===== config.mk =====
export PLATFORM = sky130hd
export DESIGN_NAME = quad_wiper_bank
export DESIGN_NICKNAME = d
export VERILOG_FILES = /design/src/rtl/qwb_pkg.sv /design/src/rtl/qwb_onehot_dec.sv /design/src/rtl/qwb_nv_timer.sv /design/src/rtl/qwb_wiper_slice.sv /design/src/rtl/quad_wiper_bank.sv
export SDC_FILE = /design/constraint.sdc
export NUM_CORES = 1
export LEC_CHECK = 0
export BUFFER_PORTS_ARGS = -buffer_cell sky130_fd_sc_hd__buf_2
export CELL_PAD_IN_SITES_DETAIL_PLACEMENT = 0
export CELL_PAD_IN_SITES_GLOBAL_PLACEMENT = 2
export CORE_UTILIZATION = 35
export DETAILED_ROUTE_END_ITERATION = 12
export PLACE_DENSITY_LB_ADDON = 0.1
export SYNTH_ARGS = -nofsm -noshare
export SYNTH_HDL_FRONTEND = slang
export SYNTH_SLANG_ARGS = --single-unit

===== constraint.sdc =====
create_clock -name clk -period 4.85 [get_ports clk]
set_input_delay 0.485 -clock clk [delete_from_list [all_inputs] [get_ports clk]]
set_output_delay 0.485 -clock clk [all_outputs]
set_load 0.03 [all_outputs]

===== src/rtl/qwb_pkg.sv =====
package qwb_pkg;
  typedef enum logic [3:0] {
    OP_RD_WIPER = 4'd0,
    OP_WR_WIPER = 4'd1,
    OP_RD_DATA  = 4'd2,
    OP_WR_DATA  = 4'd3,
    OP_LOAD     = 4'd4,
    OP_SAVE     = 4'd5,
    OP_LOAD_ALL = 4'd6,
    OP_SAVE_ALL = 4'd7,
    OP_STEP_UP  = 4'd8,
    OP_STEP_DN  = 4'd9
  } op_e;
endpackage


===== src/rtl/qwb_onehot_dec.sv =====
module qwb_onehot_dec #(
  parameter int WB = 6
) (
  input  logic [WB-1:0]      code,
  output logic [(1<<WB)-1:0] onehot
);
  localparam int TAPS = 1 << WB;

  for (genvar k = 0; k < TAPS; k++) begin : g_tap
    assign onehot[k] = (code == WB'(k));
  end
endmodule


===== src/rtl/qwb_nv_timer.sv =====
module qwb_nv_timer #(
  parameter int CYCLES = 1250000
) (
  input  logic clk,
  input  logic rst,
  input  logic start,
  output logic busy,
  output logic done
);
  localparam int CW = $clog2(CYCLES + 1);

  logic [CW-1:0] cnt;

  assign done = busy && (cnt == '0);

  always_ff @(posedge clk) begin
    if (rst) begin
      busy <= 1'b0;
      cnt  <= '0;
    end else if (busy) begin
      if (cnt == '0) busy <= 1'b0;
      else           cnt  <= cnt - 1'b1;
    end else if (start) begin
      busy <= 1'b1;
      cnt  <= CW'(CYCLES - 1);
    end
  end


  busy_count_chk: assert property (@(posedge clk) disable iff (rst)
    (busy && cnt != '0) |=> (busy && cnt == $past(cnt) - 1'b1));


  busy_end_chk: assert property (@(posedge clk) disable iff (rst)
    (busy && cnt == '0) |=> !busy);


  no_restart_chk: assert property (@(posedge clk) disable iff (rst)
    start |-> !busy);
endmodule


===== src/rtl/qwb_wiper_slice.sv =====
module qwb_wiper_slice #(
  parameter int WB = 6
) (
  input  logic               clk,
  input  logic               rst,
  input  logic [WB-1:0]      recall_val,
  input  logic               load_en,
  input  logic [WB-1:0]      load_val,
  input  logic               step_en,
  input  logic               step_up,
  output logic [WB-1:0]      code,
  output logic [(1<<WB)-1:0] taps
);
  localparam int TAPS = 1 << WB;
  localparam logic [WB-1:0] MAXC = WB'(TAPS - 1);

  logic [WB-1:0]   nxt;
  logic [TAPS-1:0] nxt_taps;

  always_comb begin
    nxt = code;
    if (rst)                             nxt = recall_val;
    else if (load_en)                    nxt = load_val;
    else if (step_en && step_up  && code != MAXC) nxt = code + 1'b1;
    else if (step_en && !step_up && code != '0)   nxt = code - 1'b1;
  end

  qwb_onehot_dec #(.WB(WB)) u_dec (.code(nxt), .onehot(nxt_taps));

  always_ff @(posedge clk) begin
    code <= nxt;
    taps <= nxt_taps;
  end


  tap_onehot_chk: assert property (@(posedge clk) disable iff (rst)
    ($countones(taps) == 1) && taps[code]);


  recall_chk: assert property (@(posedge clk) disable iff (rst)
    $past(rst) |-> (code == $past(recall_val)));


  step_hi_sat_chk: assert property (@(posedge clk) disable iff (rst)
    (step_en && step_up && !load_en && code == MAXC) |=> (code == MAXC));


  step_lo_sat_chk: assert property (@(posedge clk) disable iff (rst)
    (step_en && !step_up && !load_en && code == '0) |=> (code == '0));


  step_move_chk: assert property (@(posedge clk) disable iff (rst)
    (step_en && step_up && !load_en && code != MAXC) |=> (code == $past(code) + 1'b1));
endmodule


===== src/rtl/quad_wiper_bank.sv =====
module quad_wiper_bank #(
  parameter int NPOT      = 4,
  parameter int NREG      = 4,
  parameter int WB        = 6,
  parameter int NV_CYCLES = 1250000,
  parameter int DR_SEED   = 5
) (
  input  logic                     clk,
  input  logic                     rst,
  input  logic                     req_valid,
  input  logic [3:0]               req_op,
  input  logic [$clog2(NPOT)-1:0]  req_pot,
  input  logic [$clog2(NREG)-1:0]  req_reg,
  input  logic [WB-1:0]            req_data,
  input  logic                     wp_n,
  output logic                     busy,
  output logic                     rd_valid,
  output logic [WB-1:0]            rd_data,
  output logic [NPOT*WB-1:0]       wiper_code,
  output logic [NPOT*(1<<WB)-1:0]  tap_sel
);
  import qwb_pkg::*;

  localparam int TAPS  = 1 << WB;
  localparam int PSEL  = $clog2(NPOT);
  localparam int RSEL  = $clog2(NREG);
  localparam int DEPTH = NPOT * NREG;

  logic [WB-1:0] dr_mem [DEPTH];

  initial begin
    for (int i = 0; i < DEPTH; i++) dr_mem[i] = WB'((7 * i + DR_SEED) % TAPS);
  end

  logic [WB-1:0] wcr      [NPOT];
  logic [NPOT-1:0] load_en, step_en, nv_mask;
  logic [WB-1:0] load_val [NPOT];
  logic [WB-1:0] nv_data  [NPOT];
  logic          step_up, rd_set, nv_start, commit;
  logic [WB-1:0] rd_val;
  logic          accept;

  logic [NPOT-1:0] pend_mask;
  logic [RSEL-1:0] pend_reg;
  logic [WB-1:0]   pend_data [NPOT];

  assign accept = req_valid && !busy && !rst;

  always_comb begin
    load_en  = '0;
    step_en  = '0;
    nv_mask  = '0;
    step_up  = 1'b0;
    rd_set   = 1'b0;
    rd_val   = '0;
    nv_start = 1'b0;
    for (int p = 0; p < NPOT; p++) begin
      load_val[p] = '0;
      nv_data[p]  = '0;
    end
    if (accept) begin
      case (req_op)
        OP_RD_WIPER: begin
          rd_set = 1'b1;
          rd_val = wcr[req_pot];
        end
        OP_WR_WIPER: begin
          load_en[req_pot]  = 1'b1;
          load_val[req_pot] = req_data;
        end
        OP_RD_DATA: begin
          rd_set = 1'b1;
          rd_val = dr_mem[{req_pot, req_reg}];
        end
        OP_WR_DATA: if (wp_n) begin
          nv_start         = 1'b1;
          nv_mask[req_pot] = 1'b1;
          nv_data[req_pot] = req_data;
        end
        OP_LOAD: begin
          load_en[req_pot]  = 1'b1;
          load_val[req_pot] = dr_mem[{req_pot, req_reg}];
        end
        OP_SAVE: if (wp_n) begin
          nv_start         = 1'b1;
          nv_mask[req_pot] = 1'b1;
          nv_data[req_pot] = wcr[req_pot];
        end
        OP_LOAD_ALL: begin
          for (int p = 0; p < NPOT; p++) begin
            load_en[p]  = 1'b1;
            load_val[p] = dr_mem[{PSEL'(p), req_reg}];
          end
        end
        OP_SAVE_ALL: if (wp_n) begin
          nv_start = 1'b1;
          for (int p = 0; p < NPOT; p++) begin
            nv_mask[p] = 1'b1;
            nv_data[p] = wcr[p];
          end
        end
        OP_STEP_UP, OP_STEP_DN: begin
          step_en[req_pot] = 1'b1;
          step_up          = (req_op == OP_STEP_UP);
        end
        default: ;
      endcase
    end
  end

  qwb_nv_timer #(.CYCLES(NV_CYCLES)) u_timer (
    .clk(clk), .rst(rst), .start(nv_start), .busy(busy), .done(commit)
  );

  always_ff @(posedge clk) begin
    if (rst) begin
      pend_mask <= '0;
      pend_reg  <= '0;
    end else if (nv_start) begin
      pend_mask <= nv_mask;
      pend_reg  <= req_reg;
    end
    if (nv_start) begin
      for (int p = 0; p < NPOT; p++) pend_data[p] <= nv_data[p];
    end
  end

  always_ff @(posedge clk) begin
    if (commit && !rst) begin
      for (int p = 0; p < NPOT; p++) begin
        if (pend_mask[p]) dr_mem[{PSEL'(p), pend_reg}] <= pend_data[p];
      end
    end
  end

  always_ff @(posedge clk) begin
    if (rst) begin
      rd_valid <= 1'b0;
      rd_data  <= '0;
    end else begin
      rd_valid <= rd_set;
      if (rd_set) rd_data <= rd_val;
    end
  end

  for (genvar p = 0; p < NPOT; p++) begin : g_pot
    qwb_wiper_slice #(.WB(WB)) u_slice (
      .clk       (clk),
      .rst       (rst),
      .recall_val(dr_mem[{PSEL'(p), RSEL'(0)}]),
      .load_en   (load_en[p]),
      .load_val  (load_val[p]),
      .step_en   (step_en[p]),
      .step_up   (step_up),
      .code      (wcr[p]),
      .taps      (tap_sel[p*TAPS +: TAPS])
    );
    assign wiper_code[p*WB +: WB] = wcr[p];
  end

  logic nv_req;
  assign nv_req = (req_op == OP_WR_DATA) || (req_op == OP_SAVE) || (req_op == OP_SAVE_ALL);


  wp_block_chk: assert property (@(posedge clk) disable iff (rst)
    (req_valid && !busy && !wp_n && nv_req) |=> !busy);


  nv_start_chk: assert property (@(posedge clk) disable iff (rst)
    (req_valid && !busy && wp_n && nv_req) |=> busy);


  busy_ignore_chk: assert property (@(posedge clk) disable iff (rst)
    (busy && req_valid) |=> !rd_valid);


  busy_hold_chk: assert property (@(posedge clk) disable iff (rst)
    (busy && req_valid) |=> $stable(wiper_code));
endmodule


## Yosys cells after proc, flatten, opt, wreduce, memory -nomap -nowiden

Memories as Yosys holds them, arrays and structs flattened.
Index checks and enable logic that the tools add are counted.

- Register bits after elaboration: 315
- Bits in writable memories: 120
- Input port bits: 18
- Output and inout bits: 288
- Word-level logic and storage cells: 407
- Memories kept: 2

Memory list:

| name | words | bits a word | rd ports | clocked after Yosys merged registers in | wr ports | RTL line | source |
|---|---|---|---|---|---|---|---|
| dr_mem | 16 | 6 | 9 | 0 | 4 | quad_wiper_bank.sv:29 | `logic [WB-1:0] dr_mem [DEPTH];` |
| pend_data | 4 | 6 | 4 | 0 | 4 | quad_wiper_bank.sv:45 | `logic [WB-1:0] pend_data [NPOT];` |

- $add $sub $neg: 9
- Order comparisons: 4
- Equal/unequal tests: 266
- Multiplexer cells: 66
- Bitwise gates (word level): 4
- Reductions and logical operators: 42

Operators by type and width:

| cell | count |
|---|---|
| == test 6 bit, second input constant | 128 |
| == test 6 x 5 -> 1 bit, second input constant | 64 |
| == test 6 x 4 -> 1 bit, second input constant | 32 |
| one-hot mux 24 bit (3 select lines) | 2 |
| two-way mux 24 bit | 5 |
| two-way mux 6 bit | 20 |
| == test 6 x 3 -> 1 bit, second input constant | 16 |
| AND 24 bit | 3 |
| two-way mux 21 bit | 3 |
| == test 6 x 2 -> 1 bit, second input constant | 8 |
| adder 6 x 1 -> 6 bit, second input constant | 4 |
| == test 6 x 1 -> 1 bit, second input constant | 4 |
| zero test 6 bit | 4 |
| two-way mux 1 bit | 24 |
| two-way mux 4 bit | 6 |
| != test 6 bit, second input constant | 4 |
| nonzero test 6 bit | 4 |
| subtractor 6 x 1 -> 6 bit, second input constant | 4 |
| logical AND 1 bit | 22 |
| zero test 21 bit | 1 |
| subtractor 21 x 1 -> 21 bit, second input constant | 1 |
| == test 4 x 3 -> 1 bit, second input constant | 4 |
| one-hot mux 4 bit (2 select lines) | 2 |
| binary-select mux 6 bit (select 2 bit) | 1 |
| other kinds (18) | 25 |

## Longest topological paths before layout

- Depth in word-level cells: 13
- Mapped depth: 12
- Mapped depth without buffers: 11

## By module

A second synthesis with hierarchy kept.

- Cell total of the unflattened synthesis: 1568
- Area total of the unflattened synthesis: 16863.7 sq um

By module, submodules not included:

| module | times used | cells an instance | area an instance (sq um) | seq. area each (sq um) |
|---|---|---|---|---|
| quad_wiper_bank | 1 | 482 | 6413.7 | 3863.7 |
| qwb_wiper_slice at g_pot[0].u_slice ... | 2 | 146 | 1876.8 | 1401.3 |
| qwb_wiper_slice at g_pot[2].u_slice ... | 2 | 141 | 1848.0 | 1401.3 |
| qwb_onehot_dec | 4 | 95 | 461.7 | 0.0 |
| qwb_nv_timer | 1 | 132 | 1153.6 | 440.4 |

## Worst setup path before layout

OpenSTA, ideal clock, no wires.

- Path kind: register -> register
- Start point: reg g_pot[0].u_slice.code[0]
- End point: reg g_pot[0].u_slice.taps[11]
- Setup time: 65 ps
- Arrival: 2748 ps
- Data required time: 4785 ps
- Setup slack: 2036 ps
- Cell stages (with the launch flop): 13
- Path buffers: 2
- Clock period less this slack: 2814 ps
- Cells stage by stage: dfxtp_1 inv_1 ha_1 or4b_1 o211ai_2 or2_2 o41ai_2 mux2i_1 nor2_1 or2_1 buf_2 buf_2 nor2_1

- Longest elaborated chain between the ends: 7
- Elaborated cells on any way between the ends: 11
- Classes of those cells: add/sub (2); eq/ne (2); mux (4); reduce/logical (3)

RTL lines:

| element | RTL line | source |
|---|---|---|
| start, declared | qwb_wiper_slice.sv:11 | `output logic [WB-1:0] code,` |
| start signal, assigned | qwb_wiper_slice.sv:31 | `code <= nxt;` |
| branches (longest 3 deep; another with subtractor 6 x 1 -> 6 bit) | n/a |  |
| two-way mux 6 bit (*) | qwb_wiper_slice.sv:24 | `else if (step_en && step_up && code != MAXC) nxt = code + 1'b1;` |
| two-way mux 6 bit (*) | qwb_wiper_slice.sv:23 | `else if (load_en) nxt = load_val;` |
| two-way mux 6 bit (*) | qwb_wiper_slice.sv:22 | `if (rst) nxt = recall_val;` |
| via g_pot[0].u_slice.nxt[4] | qwb_wiper_slice.sv:17 | `logic [WB-1:0] nxt;` |
| == test 6 x 4 -> 1 bit (*) | qwb_onehot_dec.sv:10 | `assign onehot[k] = (code == WB'(k));` |
| via g_pot[0].u_slice.nxt_taps[11] | qwb_wiper_slice.sv:18 | `logic [TAPS-1:0] nxt_taps;` |
| end signal, assigned | qwb_wiper_slice.sv:32 | `taps <= nxt_taps;` |
| end, declared | qwb_wiper_slice.sv:12 | `output logic [(1<<WB)-1:0] taps` |

Mark *: on every way through the listed nets, which the timed path passes.
A chain may end at the register's enable or synchronous reset.

## Worst setup path in the final report

- Start point: reg u_timer.busy
- End point: reg g_pot[2].u_slice.taps[10]

- Longest elaborated chain between the ends: 12
- Elaborated cells on any way between the ends: 17
- Classes of those cells: eq/ne (1); mux (8); reduce/logical (8)

RTL lines:

| element | RTL line | source |
|---|---|---|
| start, declared | qwb_nv_timer.sv:7 | `output logic busy,` |
| start signal, assigned | qwb_nv_timer.sv:18 | `busy <= 1'b0;` |
| start signal, assigned | qwb_nv_timer.sv:21 | `if (cnt == '0) busy <= 1'b0;` |
| start signal, assigned | qwb_nv_timer.sv:24 | `busy <= 1'b1;` |
| zero test 1 bit (*) | quad_wiper_bank.sv:47 | `assign accept = req_valid && !busy && !rst;` |
| logical AND 1 bit (*) (2 in series) | quad_wiper_bank.sv:47 |  |
| two-way mux 1 bit | quad_wiper_bank.sv:61 | `if (accept) begin` |
| zero test 1 bit | qwb_wiper_slice.sv:25 | `else if (step_en && !step_up && code != '0) nxt = code - 1'b1;` |
| logical AND 1 bit (2 in series) | qwb_wiper_slice.sv:25 |  |
| two-way mux 6 bit | qwb_wiper_slice.sv:25 |  |
| two-way mux 6 bit | qwb_wiper_slice.sv:24 |  |
| two-way mux 6 bit (*) | qwb_wiper_slice.sv:23 |  |
| two-way mux 6 bit (*) | qwb_wiper_slice.sv:22 |  |
| via g_pot[2].u_slice.nxt[4] | qwb_wiper_slice.sv:17 |  |
| == test 6 x 4 -> 1 bit (*) | qwb_onehot_dec.sv:10 |  |
| via g_pot[2].u_slice.nxt_taps[10] | qwb_wiper_slice.sv:18 |  |
| end signal, assigned | qwb_wiper_slice.sv:32 |  |
| end, declared | qwb_wiper_slice.sv:12 |  |

Mark *: on every way through the listed nets, which the timed path passes. The rest lies on a longest branch.

==> out/metrics.yaml <==
sta:
  worst_pin_slew_ps: 1020
  rsz0062_at_grt: "false"
  holdWs_ps: 372
  finalCritPeriodShare_pct: 71.9
  hold_violations: 0
  finClkSkew_ps: 20.4
  period_needed_ps: 3490
  relSlewSlack_pct: 31.7
  fmax_ghz: 0.287
  setup_viol: 0
  finalSetupTns_ps: 0
  maxSlewViolCount: 0
worst_setup_path:
  critPathArrivalTime_ps: 3920
  reg2reg_slack_ps: 1360
  end_kind: "flip-flop"
  crit_required_ps: 5280
  worstReg2RegStart: "u_timer.busy$_SDFF_PP0_"
  critPathBufInv: 0
  max_stage_delay_ps: 670
  cp_top_family: "simple AND/OR/NAND/NOR gates"
  rr_endpoint: "g_pot[2].u_slice.taps[10]$_DFF_P_"
  cp_slowest_cell: "nand2b_1"
  worst-path-max-fanout: 16
  cp-start-kind: "flip-flop"
  worst-r2r-cell-count: 8
  worstPathCellList: "or3b_1, nor3_1, and4_1, o32ai_1, xor2_1, o21ai_0, nand2b_1, nor2_1"
  critPathKind: "flip-flop to flip-flop"
clocking:
  root_buffer: "clkbuf_16"
  clkSinkCount: 435
  htreeDepth: 2
  cts_buffers: 47
  post-cts-setup-buffers: 0
  clockBufferDepth: 3
  tritoncts: "built"
  clk_pin_slew_ps: 60
  ctsHoldBuffers: 0
  cts_resized: 0
  clk_latency_ps: 580
pwr:
  p_total_w: 0.00819
  peakVddDrop_v: 0.000266
  internal-power_w: 0.00621
  comb_power_share_pct: 7.7
  power_density_nw_per_um2: 417
  switching_share_pct: 24.1
  p_seq_share_pct: 46.9
  p_sw_w: 0.00197
  p_leak_nw: 7.83
  p_clk_share_pct: 45.4
drt:
  post_drt_wl_per_cell_um: 21.7
  antenna_left: 0
  drtIter0Drc: 933
  totalWireLength_um: 50600
  drc_errors: 0
  viasPerCell: 5.10
  firstDrtPassIters: 5
  num_vias: 11900
synthesis:
  synth_area_leaders: "dfxtp_1 39%, edfxtp_1 23%, nor2_1 6.1%"
  synth-seq-cells: 435
  synth-edff-count: 120
  async_reset_ff_share_pct: 0
  synth.top_cell.area_share_pct: 39.4
  netlist_area_um2: 16000
  synth.yosys.seq_area_share_pct: 62.0
  synth_cells: 1426
  synthFlopType: "dfxtp_1"
  syn_nets: 1457
  yosys_warnings: 0
  synth.distinct_cells: 88
  avgSynthCellArea_um2: 11.2
  yosysTopAreaCell: "dfxtp_1"
cells_and_area:
  multi_input_area_um2: 5550
  syn2layout_area_growth_pct: 22.6
  regArea_um2: 9910
  reg_top3: "g_pot.u_slice.taps x256, dr_mem x96"
  regMostFlops: "g_pot.u_slice.taps"
  layout.nets: 1738
  largest_reg_flops: 256
  stdcell_area_um2: 19600
  num_antenna_cells: 0
  fillCellCount: 4245
  layout-drive-gt1-share_pct: 28.0
floorplanning:
  core_um2: 44600
  io-pin-count: 306
  dieArea_um2: 46600
  start_util_pct: 35.9
  die_w_um: 216
  die_y_um: 216
  rows: 77
global_routing:
  gr-total-overflow: 0
  grt.total_usage_pct: 21.4
  grt_first_pass_wirelength_um: 75400
  grt_pass1_vias: 11700
  grt_max_degree: 45
  antenna_found_initial: 1
place:
  place_hpwl_um: 36200
  gp_congestion: 0.862
  dpl_cell_area_um2: 18000
  numPortBuffers: 305
worst_hold_path:
  whs_path_depth: 3
  hold_class: "input port to flip-flop"
  min_to: "rd_data[4]$_SDFFE_PP0P_"
  holdCritStartpoint: "req_op[1]"
run:
  max_cap_viol_count: 0
outcome:
  status: "completed"
## worst max-delay path by stage
stage | start | endpoint | cells after the start
floorplan | g_pot[0].u_slice.code[0]$_DFF_P_ | g_pot[0].u_slice.taps[11]$_DFF_P_ | 12
global placement | rst | g_pot[2].u_slice.taps[11]$_DFF_P_ | 9
detailed placement | req_op[0] | g_pot[3].u_slice.taps[16]$_DFF_P_ | 9
CTS | u_timer.busy$_SDFF_PP0_ | g_pot[2].u_slice.taps[10]$_DFF_P_ | 8
global route | u_timer.busy$_SDFF_PP0_ | g_pot[2].u_slice.taps[39]$_DFF_P_ | 8
finish | u_timer.busy$_SDFF_PP0_ | g_pot[2].u_slice.taps[10]$_DFF_P_ | 8
## power groups by stage
stage	Clock (W)	Sequential, W	Combinational (W)
global placement	0	0.00392	0.000633
finish	0.00372	0.00384	0.000628
floorplan	0	0.00397	0.000366
detailed placement	0	0.00392	0.000630
global route	0.00395	0.00384	0.000678
CTS	0.00381	0.00384	0.000632
## cells in the final DEF (no fill, tap or decap), types with 36 or more instances in the layout
| cell type | n |
|---|---|
| dfxtp_1 | 315 |
| buf_2 | 305 |
| nor2_1 | 258 |
| edfxtp_1 | 120 |
| nor3_1 | 99 |
| nand2_1 | 82 |
| clkbuf_16 | 49 |
| nand3_1 | 41 |
| a22oi_1 | 39 |
| mux4_2 | 36 |
## cells by family (layout without fill, tap and decap cells)
group	after synthesis	count (layout)	synth area share (%)
flip-flops	435	435	62.0
multiplexers	38	38	5.19
XOR/XNOR	30	30	1.64
adder cells (fa/ha/maj)	13	13	1.02
buffers and inverters	123	440	3.39
AO/OA/AOI/OAI	173	173	8.21
AND/OR/NAND/NOR	614	614	18.6
## cells in the mapped netlist, types with 6 or more instances
cell and number:
buf_2 40, inv_1 33, dfxtp_1 315, nor2_2 10, nor3_2 8, nand2b_1 25
or4_1 6, a21oi_1 35, and2_1 6, xnor2_1 16, or2_2 9, xor2_1 14
buf_1 9, and3_1 10, a22oi_1 39, a311oi_1 6, clkbuf_1 32, o21ai_0 13
a221oi_1 7, nor3_1 100, nand2_1 82, nor2_1 258, or3_1 9, ha_1 13
nand3_1 41, edfxtp_1 120, mux4_2 36
## worst register-to-register path, cell delays in order (launching register included)
cell and delay (ps):
dfxtp_1 440, or3b_1 600, nor3_1 550, and4_1 280
o32ai_1 100, xor2_1 170, o21ai_0 420, nand2b_1 670
nor2_1 120
## layout make-up
type,instances,share of cell area [%]
Inverter,36,0.715
Timing Repair Buffer,319,8.32
Clock buffer,72,7.37
Multi-Input combinational cell,868,28.3
Clock inverter,13,0.995
Sequential cell,435,50.5
Tap cell,592,3.78
## layer usage
layer	share of wire [%]	track usage (%)	up-vias
met3	6.1	3.68	85
met1	45	29.6	5802
met5	0.022	0	-
met4	2.8	7.64	2
met2	46	33.6	410
li1	-	-	5614
## metrics by stage
| step | cells | worst slack [ps] | util, % |
|---|---|---|---|
| 3_3_place_gp | 2250 | 1220 | 40.3 |
| 6_report | 2335 | 1360 | 44.0 |
| 2_1_floorplan | 1426 | 2040 | - |
| 5_1_grt | 2335 | 1090 | 44.0 |
| 3_5_place_dp | 2250 | 1220 | 40.3 |
| 4_1_cts | 2335 | 1380 | 44.0 |
Power figures use the tool's default switching activity.
